===== src/rtl/txn_event_bank.sv =====
module txn_event_bank #(
  parameter int CNT_W = 32,
  parameter logic [11:0] CFG_ADDR  = 12'h54c,
  parameter logic [11:0] OVF_ADDR  = 12'h560,
  parameter logic [11:0] DATA_BASE = 12'h634
) (
  input  logic        clk,
  input  logic        rst_n,
  input  logic [11:0] reg_addr,
  input  logic        reg_wen,
  input  logic [31:0] reg_wdata,
  output logic [31:0] reg_rdata,
  input  logic [3:0]  evt_pulse,
  output logic        irq
);
  localparam int NCNT    = 5;
  localparam int EN_LSB  = 0;
  localparam int RST_LSB = 5;
  localparam int CLR_LSB = 18;
  localparam logic [31:0] CFG_MASK =
    ({{(32-NCNT){1'b0}}, {NCNT{1'b1}}} << EN_LSB) |
    ({{(32-NCNT){1'b0}}, {NCNT{1'b1}}} << RST_LSB) |
    ({{(32-NCNT){1'b0}}, {NCNT{1'b1}}} << CLR_LSB);
  localparam logic [CNT_W-1:0] CNT_MAX = {CNT_W{1'b1}};

  logic [31:0]      cfg;
  logic [NCNT-1:0]  en, hold_zero, clr, inc, wrap, ovf;
  logic [CNT_W-1:0] cnt [NCNT];

  assign en        = cfg[EN_LSB  +: NCNT];
  assign hold_zero = cfg[RST_LSB +: NCNT];
  assign clr       = cfg[CLR_LSB +: NCNT];
  assign inc       = {evt_pulse, 1'b1};
  assign irq       = |ovf;

  always_ff @(posedge clk or negedge rst_n)
    if (!rst_n)                             cfg <= '0;
    else if (reg_wen && reg_addr == CFG_ADDR) cfg <= reg_wdata & CFG_MASK;

  for (genvar g = 0; g < NCNT; g++) begin : g_cnt
    assign wrap[g] = en[g] && inc[g] && !hold_zero[g] && cnt[g] == CNT_MAX;

    always_ff @(posedge clk or negedge rst_n)
      if (!rst_n)               cnt[g] <= '0;
      else if (hold_zero[g])    cnt[g] <= '0;
      else if (en[g] && inc[g]) cnt[g] <= cnt[g] + 1'b1;

    always_ff @(posedge clk or negedge rst_n)
      if (!rst_n)       ovf[g] <= 1'b0;
      else if (clr[g])  ovf[g] <= 1'b0;
      else if (wrap[g]) ovf[g] <= 1'b1;

    a_r3_held_zero: assert property (@(posedge clk) disable iff (!rst_n)
      hold_zero[g] |=> cnt[g] == '0);
    a_r4_disabled_holds: assert property (@(posedge clk) disable iff (!rst_n)
      (!en[g] && !hold_zero[g]) |=> $stable(cnt[g]));
    a_r5_wrap_flags: assert property (@(posedge clk) disable iff (!rst_n)
      (en[g] && inc[g] && !hold_zero[g] && !clr[g] && cnt[g] == CNT_MAX) |=> (ovf[g] && cnt[g] == '0));
    a_r6_sticky: assert property (@(posedge clk) disable iff (!rst_n)
      (ovf[g] && !clr[g]) |=> ovf[g]);
    a_r6_clear_wins: assert property (@(posedge clk) disable iff (!rst_n)
      clr[g] |=> !ovf[g]);
  end

  always_comb begin
    reg_rdata = '0;
    if (reg_addr == CFG_ADDR)      reg_rdata = cfg;
    else if (reg_addr == OVF_ADDR) reg_rdata[NCNT-1:0] = ovf;
    else
      for (int i = 0; i < NCNT; i++)
        if (reg_addr == DATA_BASE + 12'(4 * i)) reg_rdata[CNT_W-1:0] = cnt[i];
  end
endmodule


===== config.mk =====
export PLATFORM = sky130hd
export DESIGN_NAME = txn_event_bank
export DESIGN_NICKNAME = d
export VERILOG_FILES = /design/src/rtl/txn_event_bank.sv
export SDC_FILE = /design/constraint.sdc
export NUM_CORES = 1
export LEC_CHECK = 0
export ABC_CLOCK_PERIOD_IN_PS = 2200
export BUFFER_PORTS_ARGS = -buffer_cell sky130_fd_sc_hd__buf_4
export CAP_MARGIN = 10
export CORE_MARGIN = 1.5
export CORE_UTILIZATION = 61
export CTS_CLUSTER_DIAMETER = 100
export DETAILED_ROUTE_END_ITERATION = 6
export PLACE_DENSITY = 0.84
export SLEW_MARGIN = 20
export SYNTH_ARGS = -nofsm -noshare
export SYNTH_HDL_FRONTEND = slang
export SYNTH_SLANG_ARGS = --single-unit

===== constraint.sdc =====
create_clock -name clk -period 2.2 [get_ports clk]
set_input_delay 0.22 -clock clk [delete_from_list [all_inputs] [get_ports clk]]
set_output_delay 0.22 -clock clk [all_outputs]
set_load 0.05 [all_outputs]

; ---- Word level (Yosys, flattened, before mapping)
; Cells that the tools add are included.
[classes]
add_sub_neg = 5
n_eq_ne = 12
mux = 28
n_reduce_logical = 31
[op_table]
columns = cell, count
row1 = $mux 32, 16
row2 = $add 32x1->32 const B, 5
row3 = $eq 32x32->1 const B, 5
row4 = $eq 12x11->1 const B, 7
row5 = $mux 27, 1
row6 = $reduce_bool 2->1, 10
row7 = $logic_and 1x1->1, 15
row8 = $mux 1, 10
row9 = $logic_not 1->1, 5
row10 = $mux 5, 1
row11 = $reduce_or 5->1, 1
[word_totals]
register_bits = 180
in_bits = 51
output_inout_bits = 33
wordCells = 87

; ---- Longest topological paths before layout
[logic_depth]
depth_word = 8
ltp_mapped = 8
mapped_depth_nobuf = 6

; ---- Worst setup path before layout
; OpenSTA, ideal clock, no wires.
[synth_timing]
path_kind = input-to-output
from = input port reg_addr[5]
to = output port reg_rdata[10]
t_arrival_ns = 2.622
t_required_ns = 1.980
path_slack_ns = -0.642
stages = 6
n_path_buf = 2
cell_sequence = buf_2 > or4b_2 > clkbuf_1 > nor3_1 > a31oi_1 > o21ai_0
[synth_between]
elab_chain_cells = 8
word_cells_on_any_way = 14
classes_between = eq/ne: 7 / mux: 7
[synth_lines]
columns = item, line
row1 = from (decl), 9  ; input logic [11:0] reg_addr,
row2 = $eq 12x11->1, 71  ; if (reg_addr == DATA_BASE + 12'(4 * i)) reg_rdata[CNT_W-1:0] = cnt[i];
row3 = $mux 32 (5 in a row), 71
row4 = $mux 27, 68  ; else if (reg_addr == OVF_ADDR) reg_rdata[NCNT-1:0] = ovf;
row5 = $mux 32 *, 67  ; if (reg_addr == CFG_ADDR) reg_rdata = cfg;
row6 = to (decl), 12  ; output logic [31:0] reg_rdata,
; Mark *: on every way between the ends. The rest lies on a longest branch, timed or not.

; ---- Worst setup path after layout
[layout_timing]
from = register cnt[96] (netlist name)
to = output port reg_rdata[0]
[layout_between]
elab_chain_cells = 6
[layout_lines]
columns = item, line
row1 = from (decl), 28  ; logic [CNT_W-1:0] cnt [NCNT];
row2 = "from (signal, indexed assignment)", 46  ; else if (en[g] && inc[g]) cnt[g] <= cnt[g] + 1'b1;
row3 = $mux 32 (4 in a row), 71
row4 = $mux 5, 68
row5 = $mux 32, 67
; Every way passes these cells.

==> impl_metrics.tcl <==
set metrics [dict create \
    wl_met2_um 14700 \
    cts_buffer_depth 2 \
    p_seq_share_pct 48.4 \
    p_leak_uw 0.00565 \
    setup_ws_ps -35.0 \
    max_stage_delay_ps 450 \
    topRoutingLayerUsed "met4" \
    clkPwrFrac_pct 46.3 \
    worst_ir_drop_vdd_mv 0.611 \
    worstMarginPinSlew_ps 628 \
    hp-class "in -> reg" \
    antenna_found_initial 0 \
    crit_path_start_kind "flip-flop" \
    synth_area_leaders "dfrtp_1 43%, xor2_1 6.3%, nor2_1 5.8%, mux2_2 5.0%, xnor2_1 4.5%" \
    ant_nets 0 \
    dp_cells 1445 \
    syn_inst 1151 \
    detailed_place_hpwl_um 22900 \
    yosys_warnings 0 \
    syn2layout_area_growth_pct 21.0 \
    routedWlPerCell_um 21.4 \
    finalSetupViolations 1 \
    wl_met3_um 3140 \
    holdWs_ps 13.0 \
    rsz0062_at_grt "true" \
    slowest_stage "dfrtp_2" \
    clock-sinks 180 \
    grt_pass1_wl_um 50400 \
    htreeDepth 4 \
    multi_input_area_um2 5980 \
    cp_max_fo 5 \
    first_pass_iters 5 \
    vias_per_cell 6.54 \
    skew_ps 8.39 \
    place_congestion 1.01 \
    fin_cells 1488 \
    dieWidth_um 134 \
    drtIter0Drc 1146 \
    die_area_um2 18000 \
    cts-root-buf "clkbuf_16" \
    slew_headroom_pct 58.2 \
    grt.overflow.total 0 \
    status "finished, violations left" \
    drt-met1-wl_um 12800 \
    yosysMostFrequentCell "dfrtp_1" \
    synth_edf_count 0 \
    place_area_um2 11900 \
    fmax_mhz 447 \
    cp_data_required_time_ps 1980 \
    synth_commonest_cells "180 x dfrtp_1, 161 x nor2_1, 88 x nand2_1" \
    ys_ff_latch 180 \
    drv_cap 0 \
    crit_path_end_kind "output port" \
    port_buffers 66 \
    rows 47 \
    antennaDiodeCount 0 \
    postLayoutCellArea_um2 12700 \
    power.switching_uw 1720 \
    fill_cells 1138 \
    synth_top_area_cell "dfrtp_1" \
    die_h_um 134 \
    pwr-share-comb_pct 5.3 \
    seqCellArea_um2 4510 \
    p_sw_share_pct 24.9 \
    crit_type "reg -> out" \
    nets 1311 \
    synth.avg_cell_area_um2 9.13 \
    hold_violations 0 \
    routed_wl_um 31800 \
    final.period_utilization_pct 102 \
    internal_power_uw 5200 \
    cts_tree "built" \
    clkLatencyLatePin_ps 440 \
    drc 0 \
    violations "negative setup slack" \
    drive_gt1_share_pct 23.1 \
    arrival_ps 2010 \
    start_util_pct 62.9 \
    grtUsageTotal_pct 36.4 \
    routed-via-count 9731 \
    synth_top_area_share_pct 42.9 \
    grt_pass1_vias 9191 \
    synth_seq_area_share_pct 42.9 \
    report.final.slew_viol_count 0 \
    period_needed_ps 2230 \
    synthDistinctLibCells 67 \
    numCtsBuffers 17 \
    coreArea_um2 16700 \
    power_density_nw_per_um2 545 \
    syn_nets 1207 \
    tns_ps -35.0 \
    async_flop_share_pct 100 \
    clk_pin_slew_ps 70 \
    synth_area_um2 10500 \
    postSynth.topFlopCell "dfrtp_1" \
    grt_max_degree 62 \
    cp_cell_sequence "mux2_2, a22oi_1, nor2_1, a21oi_1, o22ai_2, buf_4" \
    io_pins 84 \
]
metal layers:
metal | vias to the layer above | global-route usage [%]
met3 | 93 | 6.46
li1 | 4319 | -
met2 | 595 | 57.4
met4 | 0 | 13.4
met5 | - | 0
met1 | 4724 | 50.5
placed cells by master, fill, tap and decap left out, types with 12 or more instances in the layout:
| master | n |
|---|---|
| inv_1 | 16 |
| a31oi_1 | 12 |
| dfrtp_1 | 176 |
| nor3_1 | 32 |
| or3_1 | 16 |
| nor4_1 | 17 |
| o21ai_0 | 28 |
| nand4_1 | 47 |
| clkbuf_16 | 17 |
| nand2_1 | 86 |
| a22oi_1 | 12 |
| and4_1 | 24 |
| mux2_2 | 47 |
| and3_1 | 22 |
| nand3_1 | 58 |
| buf_4 | 127 |
| a21oi_1 | 39 |
| nor2_1 | 158 |
| xor2_1 | 75 |
| xnor2_1 | 54 |
| mux2i_1 | 26 |
per-stage QoR:
step,setup slack [ps],utilization (%),power [µW]
after floorplan,-16.1,-,3550
after global placement,-73.7,71.1,3750
after detailed placement,-131,71.1,3750
after CTS,2.29,75.3,6930
after global routing,-67.2,76.1,7080
final,-35.0,76.1,6920
sequential cells by signal, summed over array words and instances (netlist names):
register  cells
cnt         160
cfg          15
ovf           5
cell families after synthesis:
group | share of synthesized area (%)
and+or+nand+nor | 26.0
buffers and inverters | 3.18
muxes | 7.51
adders and majority gates | 0.595
DFF | 42.9
AOI/OAI and AO/OA | 9.09
xor gates and xnor gates | 10.8
power groups by stage:
stage	clock network [µW]	logic [µW]	registers (µW)
6_report	3210	364	3350
5_1_grt	3330	395	3350
4_1_cts	3220	350	3350
3_5_place_dp	0	339	3420
3_3_place_gp	0	332	3410
2_1_floorplan	0	139	3410
critical path: cells and delay by family (launching register included):
| family | cells | cell delay [ps] |
|---|---|---|
| AO/OA/AOI/OAI | 3 | 540 |
| buffers and inverters | 1 | 210 |
| flip-flops | 1 | 450 |
| multiplexers | 1 | 300 |
| AND/OR/NAND/NOR | 1 | 70 |
final timing paths:
check / startpoint / endpoint / slack [ps] / cells past startpoint
worst min-delay path: reg_wdata[2] / cfg[2] / 10 / 2
max in group asynchronous: rst_n / cnt[159] / 1170 / 3
worst max register to register: cnt[1] / cnt[26] / 120 / 6
min in group asynchronous: rst_n / cnt[119] / 340 / 2
worst max-delay path: cnt[96] / reg_rdata[0] / -30 / 6
worst min register to register: cfg[22] / ovf[4] / 480 / 1
area by class of cell:
class / count / area share [%]
multi-input cells: 889 / 47.0
flip-flops and latches: 180 / 35.5
inverters: 16 / 0.473
well taps: 220 / 2.17
repair buffers: 151 / 10.0
clock inverters: 15 / 1.48
clock buffers: 17 / 3.35
timing repair:
action,4_1_cts,5_1_grt
endpoints found under the hold margin,61,0
resized for setup,7,38
hold buffers,6,0
endpoints found under the setup margin,17,30
pin swaps,4,4
setup buffers,2,3
(Power assumes the default switching activity.)
